`src/rtl/zq_cal_pkg.sv`:
```
package zq_cal_pkg;
  typedef enum logic [1:0] {
    DRV_HIZ  = 2'b00,
    DRV_ZERO = 2'b01,
    DRV_ONE  = 2'b10,
    DRV_BOTH = 2'b11
  } drv_mode_e;

  typedef enum logic [1:0] {
    CMP_HOLD = 2'b00,
    CMP_UP   = 2'b01,
    CMP_DN   = 2'b10,
    CMP_HLD2 = 2'b11
  } cmp_e;

  localparam int unsigned HALF_PD = 0;
  localparam int unsigned HALF_PU = 1;
  localparam int unsigned N_HALF  = 2;
endpackage

```
`src/rtl/zq_eval_timer.sv`:
```
module zq_eval_timer #(
  parameter int unsigned PERIOD = 64
) (
  input  logic clk_i,
  input  logic rst_ni,
  output logic tick_o
);
  localparam int unsigned CW = (PERIOD > 1) ? $clog2(PERIOD) : 1;
  localparam logic [CW-1:0] LAST = CW'(PERIOD - 1);

  logic [CW-1:0] cnt_q;

  assign tick_o = (cnt_q == LAST);

  always_ff @(posedge clk_i or negedge rst_ni) begin
    if (!rst_ni)     cnt_q <= '0;
    else if (tick_o) cnt_q <= '0;
    else             cnt_q <= cnt_q + 1'b1;
  end
endmodule

```
`src/rtl/zq_code_step.sv`:
```
module zq_code_step
  import zq_cal_pkg::*;
#(
  parameter int unsigned CODE_W     = 6,
  parameter int unsigned RESET_CODE = 32
) (
  input  logic              clk_i,
  input  logic              rst_ni,
  input  logic              tick_i,
  input  logic              allow_i,
  input  logic [1:0]        cmp_i,
  output logic [CODE_W-1:0] code_o
);
  localparam logic [CODE_W-1:0] CODE_MAX = '1;
  localparam logic [CODE_W-1:0] CODE_RST = CODE_W'(RESET_CODE);

  logic [CODE_W-1:0] code_q, code_d;
  cmp_e              cmp;

  assign cmp = cmp_e'(cmp_i);

  always_comb begin
    code_d = code_q;
    if (tick_i && allow_i) begin
      unique case (cmp)
        CMP_UP:  if (code_q != CODE_MAX) code_d = code_q + 1'b1;
        CMP_DN:  if (code_q != '0)       code_d = code_q - 1'b1;
        default: code_d = code_q;
      endcase
    end
  end

  always_ff @(posedge clk_i or negedge rst_ni) begin
    if (!rst_ni) code_q <= CODE_RST;
    else         code_q <= code_d;
  end

  assign code_o = code_q;
endmodule

```
`src/rtl/zq_warmup_mon.sv`:
```
module zq_warmup_mon
  import zq_cal_pkg::*;
#(
  parameter int unsigned WARMUP = 2048
) (
  input  logic       clk_i,
  input  logic       rst_ni,
  input  logic [1:0] drv_mode_i,
  output logic       ok_o
);
  localparam int unsigned WW = $clog2(WARMUP + 1);
  localparam logic [WW-1:0] WLIM = WW'(WARMUP);

  logic [WW-1:0] cnt_q;
  logic          seen_zero_q, seen_one_q;
  logic          warm_done;
  drv_mode_e     mode;

  assign mode      = drv_mode_e'(drv_mode_i);
  assign warm_done = (cnt_q == WLIM);

  always_ff @(posedge clk_i or negedge rst_ni) begin
    if (!rst_ni) begin
      cnt_q       <= '0;
      seen_zero_q <= 1'b0;
      seen_one_q  <= 1'b0;
    end else begin
      if (!warm_done)        cnt_q       <= cnt_q + 1'b1;
      if (mode == DRV_ZERO)  seen_zero_q <= 1'b1;
      if (mode == DRV_ONE)   seen_one_q  <= 1'b1;
    end
  end

  assign ok_o = warm_done && seen_zero_q && seen_one_q;
endmodule

```
`src/rtl/zq_cal_ctrl.sv`:
```
module zq_cal_ctrl
  import zq_cal_pkg::*;
#(
  parameter int unsigned CODE_W      = 6,
  parameter int unsigned EVAL_PERIOD = 64,
  parameter int unsigned WARMUP      = 2048
) (
  input  logic              clk_i,
  input  logic              rst_ni,
  input  logic [1:0]        pd_cmp_i,
  input  logic [1:0]        pu_cmp_i,
  input  logic [1:0]        drv_mode_i,
  output logic [CODE_W-1:0] pd_code_o,
  output logic [CODE_W-1:0] pu_code_o,
  output logic              cal_ok_o
);
  localparam int unsigned MID_CODE = 1 << (CODE_W - 1);

  logic              eval_tick;
  drv_mode_e         mode;
  logic [1:0]        cmp   [N_HALF];
  logic              allow [N_HALF];
  logic [CODE_W-1:0] code  [N_HALF];

  assign mode = drv_mode_e'(drv_mode_i);

  // A half may be retuned only while it is not driving.
  assign allow[HALF_PD] = (mode == DRV_HIZ) || (mode == DRV_ONE);
  assign allow[HALF_PU] = (mode == DRV_HIZ) || (mode == DRV_ZERO);
  assign cmp[HALF_PD]   = pd_cmp_i;
  assign cmp[HALF_PU]   = pu_cmp_i;

  zq_eval_timer #(.PERIOD(EVAL_PERIOD)) i_timer (
    .clk_i  (clk_i),
    .rst_ni (rst_ni),
    .tick_o (eval_tick)
  );

  for (genvar h = 0; h < N_HALF; h++) begin : g_half
    zq_code_step #(.CODE_W(CODE_W), .RESET_CODE(MID_CODE)) i_step (
      .clk_i   (clk_i),
      .rst_ni  (rst_ni),
      .tick_i  (eval_tick),
      .allow_i (allow[h]),
      .cmp_i   (cmp[h]),
      .code_o  (code[h])
    );
  end

  zq_warmup_mon #(.WARMUP(WARMUP)) i_warm (
    .clk_i      (clk_i),
    .rst_ni     (rst_ni),
    .drv_mode_i (drv_mode_i),
    .ok_o       (cal_ok_o)
  );

  assign pd_code_o = code[HALF_PD];
  assign pu_code_o = code[HALF_PU];
endmodule

```
`config.mk`:
```
export PLATFORM = sky130hd
export DESIGN_NAME = zq_cal_ctrl
export DESIGN_NICKNAME = d
export VERILOG_FILES = /design/src/rtl/zq_cal_pkg.sv /design/src/rtl/zq_eval_timer.sv /design/src/rtl/zq_code_step.sv /design/src/rtl/zq_warmup_mon.sv /design/src/rtl/zq_cal_ctrl.sv
export SDC_FILE = /design/constraint.sdc
export NUM_CORES = 1
export LEC_CHECK = 0
export BUFFER_PORTS_ARGS = -buffer_cell sky130_fd_sc_hd__buf_2
export CAP_MARGIN = 15
export CORE_UTILIZATION = 60
export CTS_BUF_LIST = sky130_fd_sc_hd__clkbuf_8
export DETAILED_ROUTE_END_ITERATION = 6
export PLACE_DENSITY = 0.86
export SLEW_MARGIN = 20
export SYNTH_ARGS = -nofsm -noshare
export SYNTH_HDL_FRONTEND = slang
export SYNTH_SLANG_ARGS = --single-unit
```
`constraint.sdc`:
```
create_clock -name clk_i -period 1.9 [get_ports clk_i]
set_input_delay 0.285 -clock clk_i [delete_from_list [all_inputs] [get_ports clk_i]]
set_output_delay 0.285 -clock clk_i [all_outputs]
set_load 0.03 [all_outputs]
```
; Word level (Yosys, flattened, before mapping)
; Index checks and enable logic that the tools add are counted.
[word_totals]
reg_bits = 32
input_bits = 8
elab_cells = 46
[op_classes]
n_addsub = 6
n_eq_ne = 14
n_mux = 7
reduce_logical = 13
[op_table]
columns = op, count
row1 = 6-bit 2-to-1 mux, 5
row2 = 6-bit one-hot mux with 2 select lines, 2
row3 = 6-bit by 1-bit adder with 6-bit output (second input constant), 3
row4 = 12-bit by 1-bit adder with 12-bit output (second input constant), 1
row5 = 12-bit equality test (second input constant), 1
row6 = 6-bit inequality test (second input constant), 2
row7 = 6-bit nonzero test, 2
row8 = 6-bit by 1-bit subtractor with 6-bit output (second input constant), 2
row9 = 2-bit by 1-bit inequality test with 1-bit output (second input constant), 4
row10 = 4-bit AND reduction, 2
row11 = 2-bit by 1-bit equality test with 1-bit output (second input constant), 3
row12 = 2-bit equality test (second input constant), 3
row13 = 6-bit equality test (second input constant), 1
row14 = 1-bit logical AND, 4
row15 = 2-bit nonzero test, 2
row16 = 2-bit zero test, 1
row17 = 1-bit logical OR, 2

; Longest topological paths before layout
; Gate-level depths: netlist of the first run.
[depth]
ltp_word = 4
mapped_depth = 10
mapped_depth_nobuf = 9

; By module
; A second synthesis of the first run with hierarchy kept.
[unflattened]
hier_cells = 170
hier_area_um2 = 1828.0
[modules_own_cells]
columns = module, n_inst, cells_each, area_each_um2
row1 = zq_warmup_mon, 1, 55, 653.1
row2 = zq_code_step (g_half[0].i_step), 1, 56, 528.0
row3 = zq_code_step (g_half[1].i_step), 1, 37, 396.6
row4 = zq_eval_timer, 1, 20, 242.7
row5 = zq_cal_ctrl, 1, 2, 7.5

; Worst setup path after synthesis of the first run
; OpenSTA, ideal clock, no wires.
[synth_path]
path_kind = register -> register
start = reg g_half[0].i_step.code_q[1]
end = reg g_half[0].i_step.code_q[1]
setup_ns = 0.125
arrival_time_ns = 1.706
required_time_ns = 1.775
path_slack_ns = 0.069
path_stages_with_launch = 7
cell_sequence = dfrtp_1 buf_2 or3b_1 nor2_1 nand2_1 nand2_2 mux2_4
[synth_between]
elab_chain_len = 3
elab_cells_between_ends = 10
[synth_lines]
columns = item, line_no
row1 = from (decl), zq_code_step.sv:17  ; logic [CODE_W-1:0] code_q, code_d;
row2 = from (signal assigned), zq_code_step.sv:35  ; else code_q <= code_d;
row3 = "6-bit by 1-bit subtractor with 6-bit output, or another cell as far along", zq_code_step.sv:27  ; CMP_DN: if (code_q != '0) code_d = code_q - 1'b1;
row4 = "6-bit 2-to-1 mux, or another cell as far along", zq_code_step.sv:27
row5 = 6-bit one-hot mux with 2 select lines or 4-bit AND reduction (tied branches), n/a
; Several ways; a longest one is shown, not always the timed one. The select of a mux whose other input is x is not followed.
; A chain may end at the register's enable or synchronous reset.

; Worst setup path in the final report of the first run
[layout_path]
start = reg i_warm.cnt_q[1]
end = out cal_ok_o
[layout_between]
elab_chain_len = 3
[layout_lines]
columns = item, line_no
row1 = from (decl), zq_warmup_mon.sv:14  ; logic [WW-1:0] cnt_q;
row2 = from (signal assigned), zq_warmup_mon.sv:28  ; if (!warm_done) cnt_q <= cnt_q + 1'b1;
row3 = 12-bit equality test, zq_warmup_mon.sv:20  ; assign warm_done = (cnt_q == WLIM);
row4 = 1-bit logical AND (2 in a row), zq_warmup_mon.sv:34  ; assign ok_o = warm_done && seen_zero_q && seen_one_q;
row5 = to (decl), zq_cal_ctrl.sv:15  ; output logic cal_ok_o
; Every way passes these cells.

==> flow_summary.yaml, run 1 <==
worst_setup_path:
  r2r_end: "i_warm.cnt_q[2]$_DFFE_PN0P_"
  end_kind: "output port"
  worst-setup-path-type: "register to output port"
  cp.required_ns: 1.62
  arrival_ns: 1.66
  cp-start-kind: "register"
  worst-r2r-cell-count: 10
  critPathMaxFanout: 4
  r2r-start: "i_warm.cnt_q[1]$_DFFE_PN0P_"
  regToRegSetupSlack_ns: 0.05
cells_and_area:
  drive_gt1_share_pct: 24.8
  nFillCells: 178
  regArea_um2: 803
  fin_area_um2: 2210
  diodes: 0
  layoutNonFillerInstCount: 257
  fin_nets: 244
  multiInputGateArea_um2: 1010
  area_delta_synth_final_pct: 18.5
place:
  dp_cells: 241
  gp_congestion: 0.833
  pre_cts_ws_ns: 0.0789
  io_buffers: 20
  placed_cell_area_um2: 2020
  place_hpwl_mm: 2.77
yosys:
  synthArstFlopShare_pct: 100
  synth_top_cell_by_area: "dfrtp_1"
  syn_avg_cell_area_um2: 9.81
  post-synth-top-count-cell: "dfrtp_1"
  ys.flop_type: "dfrtp_1"
  synth_edf_count: 0
  synth_top_cell_area_share_pct: 40.3
  syn_inst: 190
  netlist_top_cells_area: "dfrtp_1, xnor2_1, ha_1"
  synth_nets: 209
  synthTopCellsByCount: "dfrtp_1, nand2_1, xnor2_1"
  ys_types: 45
  ys_seq_area_share_pct: 43.1
  ys_seq_elements: 32
  ys_warn_count: 0
  netlist_area_um2: 1860
power:
  power_frac_seq_pct: 53.2
  swShare_pct: 22.4
  max-vdd-ir-drop_mv: 0.475
  powerDensity_nw_per_um2: 580
  p_int_uw: 995
  p_clk_share_pct: 40.8
  p_sw_uw: 286
  p_leak_nw: 1.05
  power.share.combinational_pct: 6.0
  total_power_mw: 1.28
route:
  wl_per_cell_um: 15.6
  drcViolationCount: 0
  ant_nets: 0
  dr.pass1.iters: 4
  viasPerCell: 6.05
  routed_wl_mm: 4.02
  vias: 1556
  drtIter0Drc: 52
clock_network:
  clkLatencyLatePin_ns: 0.29
  cts_buffer_depth: 2
  cts_root_buf: "clkbuf_8"
  cts_made_buffers: 5
  cts.clk_slew.worst_paths_ns: 0.06
  cts_hold_buf: 0
  cts_tree: "built"
  cts_htree_levels: 2
  cts.sinks: 32
global_routing:
  grt_max_degree: 33
  grt_pass1_vias: 1503
  grt_pass1_wl_mm: 6.83
  antenna_found_initial: 0
  grtUsageTotal_pct: 27.7
  grt_remaining_overflow: 0
floorplan:
  die_area_um2: 3330
  die_h_um: 57.7
  io_pins: 21
  row_count: 19
  die_w_um: 57.7
  start_util_pct: 65.4
  core_area_um2: 2850
sta:
  worst_pin_slew_ns: 0.671
  hold_violations: 0
  period_share_pct: 102
  finalClockSkew_ns: 0.00520
  rsz0062_at_grt: "true"
  period_minus_slack_ns: 1.94
  finalSetupTns_ns: -0.0438
  max_slew_margin_pct: 55.3
  slew_violations: 0
  max_freq_mhz: 514
  setup_viol: 1
  setup_ws_ns: -0.0438
status:
  violations: "setup timing"
  status: "finished with violations"
worst_hold_path:
  hold_path.class: "primary input to async pin"
job:
  maxCapViolations: 0
-- registers in the layout (all words and copies together) (netlist names) --
signal / count
i_warm.seen_one_q: 1
i_timer.cnt_q: 6
i_warm.cnt_q: 12
i_warm.seen_zero_q: 1
g_half.i_step.code_o: 12
-- placed cells by master, fill, tap and decap left out, drive strengths merged, types with 2 or more instances in the layout --
master  count
a21o        2
a21oi       9
and3        2
buf        36
clkbuf      6
dfrtp      30
dfstp       2
ha         11
inv        12
mux2        2
nand2      21
nand3      14
nand4       3
nor2       12
nor2b       2
nor3        5
nor4        2
nor4b       2
o211ai      3
o21ai       5
o22ai       2
o31a        2
o31ai       2
xnor2      16
xor2       10
-- metal layers --
layer | global-route usage (%) | vias to the layer above | share of wire [%]
met1 | 35.1 | 739 | 41
met2 | 43.2 | 69 | 49
li1 | - | 728 | -
met3 | 8.04 | 20 | 6.3
met4 | 15.0 | 0 | 3.4
met5 | 0 | - | 0
-- worst max-delay path: stages (launching register included) --
cell and delay [ns]:
dfrtp_1 0.41, inv_2 0.11, ha_4 0.13, nor4b_4 0.18
nand4_1 0.19, nor2_2 0.20, buf_6 0.15
-- power by group through the flow --
stage | logic (mW) | registers, mW | clock network (mW)
after floorplan | 0.0425 | 0.694 | 0
after global placement | 0.0722 | 0.694 | 0
after detailed placement | 0.0765 | 0.694 | 0
after CTS | 0.0777 | 0.682 | 0.530
after global routing | 0.0864 | 0.681 | 0.563
final | 0.0773 | 0.682 | 0.522
-- through the flow --
step / utilization (%) / hold WS [ns]
detailed placement: 70.9 / 0.358
global route: 77.4 / 0.0838
floorplan: - / -0.0106
finish: 77.4 / 0.0298
global placement: 70.9 / 0.357
CTS: 75.1 / 0.0536
-- what timing repair did --
item | in CTS | in global routing
gates resized for setup | 4 | 5
endpoints found under the setup margin | 1 | 4
pin swaps | 2 | 2
setup buffers | 3 | 5
-- worst max path at each step --
stage | start | to
after floorplan | g_half[0].i_step.code_o[1]$_DFFE_PN0P_ | g_half[0].i_step.code_o[1]$_DFFE_PN0P_
after global placement | pd_cmp_i[0] | g_half[0].i_step.code_o[1]$_DFFE_PN0P_
after detailed placement | pd_cmp_i[0] | g_half[0].i_step.code_o[4]$_DFFE_PN0P_
after CTS | i_warm.cnt_q[0]$_DFFE_PN0P_ | cal_ok_o
after global routing | i_warm.cnt_q[9]$_DFFE_PN0P_ | cal_ok_o
final | i_warm.cnt_q[1]$_DFFE_PN0P_ | cal_ok_o
-- cell families after synthesis --
family | synth area share, %
buffers and inverters | 4.23
multiplexers | 1.95
AND/OR/NAND/NOR | 20.5
adder cells (fa/ha/maj) | 7.38
AO/OA/AOI/OAI | 10.7
XOR/XNOR | 12.2
flip-flops | 43.1
-- layout make-up --
type | count | area share [%]
Clock inverter | 2 | 0.340
Timing Repair Buffer | 36 | 10.3
Tap cell | 31 | 1.76
Sequential cell | 32 | 36.4
Inverter | 10 | 1.70
Multi-Input combinational cell | 140 | 45.8
Clock buffer | 6 | 3.74
Power figures use the tool's default switching activity.
==> run 2, diff against run 1 <==
==> constraint.sdc (replaced) <==
create_clock -name clk_i -period 1.9 [get_ports clk_i]
set_input_delay 0.38 -clock clk_i [delete_from_list [all_inputs] [get_ports clk_i]]
set_output_delay 0.38 -clock clk_i [all_outputs]
set_load 0.03 [all_outputs]
==> flow_summary.yaml, run 2 (synthesis results as in run 1) <==
clock_network:
  cts_tree: "built"
  cts.clk_slew.worst_paths_ns: 0.07
  cts_hold_buf: 0
  cts_root_buf: "clkbuf_8"
  clkLatencyLatePin_ns: 0.29
  cts.sinks: 32
  cts_htree_levels: 2
  cts_buffer_depth: 2
  cts_made_buffers: 5
sta:
  period_share_pct: 102
  period_minus_slack_ns: 1.95
  worst_pin_slew_ns: 0.676
  hold_violations: 0
  max_freq_mhz: 514
  finalClockSkew_ns: 0.00862
  slew_violations: 0
  setup_viol: 1
  holdWs_ns: 0.122
  rsz0062_at_grt: "true"
  setup_ws_ns: -0.0463
  max_slew_margin_pct: 54.9
worst_setup_path:
  cp-start-kind: "register"
  slowest_stage: "dfrtp_1"
  regToRegSetupSlack_ns: 0.15
  worst-r2r-cell-count: 7
  r2r-start: "g_half[0].i_step.code_o[1]$_DFFE_PN0P_"
  crit_end: "cal_ok_o"
  crit_chain: "inv_2 > ha_4 > nor4b_4 > nand4_1 > nor2_1 > buf_4"
  end_kind: "output port"
  critPathMaxFanout: 2
  r2r_end: "g_half[0].i_step.code_o[4]$_DFFE_PN0P_"
  critPathMaxStageDelay_ns: 0.40
  arrival_ns: 1.57
  worst-setup-path-type: "register to output port"
  cp.required_ns: 1.52
  startpoint: "i_warm.cnt_q[1]$_DFFE_PN0P_"
cells_and_area:
  regArea_um2: 803
  layout_commonest_cell: "dfrtp_1"
  drive_gt1_share_pct: 24.6
  multiInputGateArea_um2: 1020
  finish.utilization_pct: 77.5
  diodes: 0
  nFillCells: 182
  fin_nets: 242
  layout_common_cells: "dfrtp_1, nand2_1, buf_2"
  area_delta_synth_final_pct: 18.6
global_routing:
  grtUsageTotal_pct: 30.0
  grt_remaining_overflow: 0
  antenna_found_initial: 0
  grt_pass1_vias: 1644
  grt_pass1_wl_mm: 7.34
  grt_max_degree: 33
power:
  powerDensity_nw_per_um2: 631
  total_power_mw: 1.40
  max-vdd-ir-drop_mv: 0.377
  p_leak_nw: 1.05
  swShare_pct: 21.6
  p_sw_uw: 301
  p_clk_share_pct: 45.5
  power_frac_seq_pct: 48.8
  power.share.combinational_pct: 5.6
  p_int_mw: 1.09
floorplan:
  core_area_um2: 2850
  die_area_um2: 3330
  die_w_um: 57.7
  die_h_um: 57.7
  start_util_pct: 65.4
  row_count: 19
  io_pins: 21
place:
  io_buffers: 20
  place_hpwl_mm: 2.83
  pre_cts_ws_ns: -0.0637
  gp_congestion: 0.839
route:
  wl_per_cell_um: 16.7
  drcViolationCount: 0
  drtIter0Drc: 66
  ant_nets: 0
  dr.pass1.iters: 4
  vias: 1581
  routed_wl_mm: 4.27
  viasPerCell: 6.20
worst_hold_path:
  hold_path.class: "primary input to async pin"
job:
  maxCapViolations: 0
status:
  status: "finished with violations"
  violations: "setup timing"
run 2: routing by layer:
layer  global-route usage [%]  part of all wire, %  up-vias
met2                     51.2                   51       73
li1                         -                    -      721
met5                        0                    0        -
met4                     17.7                  3.7        0
met3                     8.48                  6.5       20
met1                     33.5                   38      767
run 2: through the flow:
| stage | area [µm²] | setup TNS (ns) | instances |
|---|---|---|---|
| floorplan | 1860 | 0 | 190 |
| global placement | 2030 | 0 | 242 |
| detailed placement | 2030 | -0.148 | 242 |
| CTS | 2200 | 0 | 254 |
| global route | 2210 | -0.135 | 255 |
| finish | 2210 | -0.0463 | 255 |
run 2: worst min-delay path by stage:
| stage | to | depth (start not counted) |
|---|---|---|
| after floorplan | g_half[0].i_step.code_o[0]$_DFFE_PN0P_ | 0 |
| after CTS | i_warm.cnt_q[9]$_DFFE_PN0P_ | 1 |
| after detailed placement | i_timer.cnt_q[2]$_DFF_PN0_ | 1 |
| after global routing | i_warm.cnt_q[9]$_DFFE_PN0P_ | 1 |
| final | i_warm.cnt_q[6]$_DFFE_PN0P_ | 1 |
| after global placement | i_warm.seen_one_q$_DFFE_PN0N_ | 1 |
run 2: repair_timing:
item | in CTS | in global routing
gates resized for setup | 7 | 1
pin swaps | 2 | 0
setup endpoints to repair | 1 | 4
buffers inserted | 4 | 1
run 2: layout make-up:
| type | count | share of cell area (%) |
|---|---|---|
| timing repair buffer | 34 | 9.39 |
| sequential | 32 | 36.3 |
| inverter | 10 | 1.70 |
| multi-input combinational | 140 | 46.0 |
| tap | 31 | 1.75 |
| clock inverter | 3 | 1.75 |
| clock buffer | 5 | 3.11 |
run 2: power groups by stage:
stage / logic, mW / clock network [mW] / registers, mW
finish: 0.0787 / 0.635 / 0.681
global route: 0.0884 / 0.677 / 0.681
CTS: 0.0788 / 0.652 / 0.681
detailed placement: 0.0779 / 0 / 0.694
global placement: 0.0722 / 0 / 0.694
floorplan: 0.0425 / 0 / 0.694
run 2: worst max-delay path: cells and delay by family (launching register included):
kind          cells  cell delay (ns)
fa+ha+maj         1             0.13
buf+inv           2             0.26
flops             1             0.40
simple gates      3             0.48
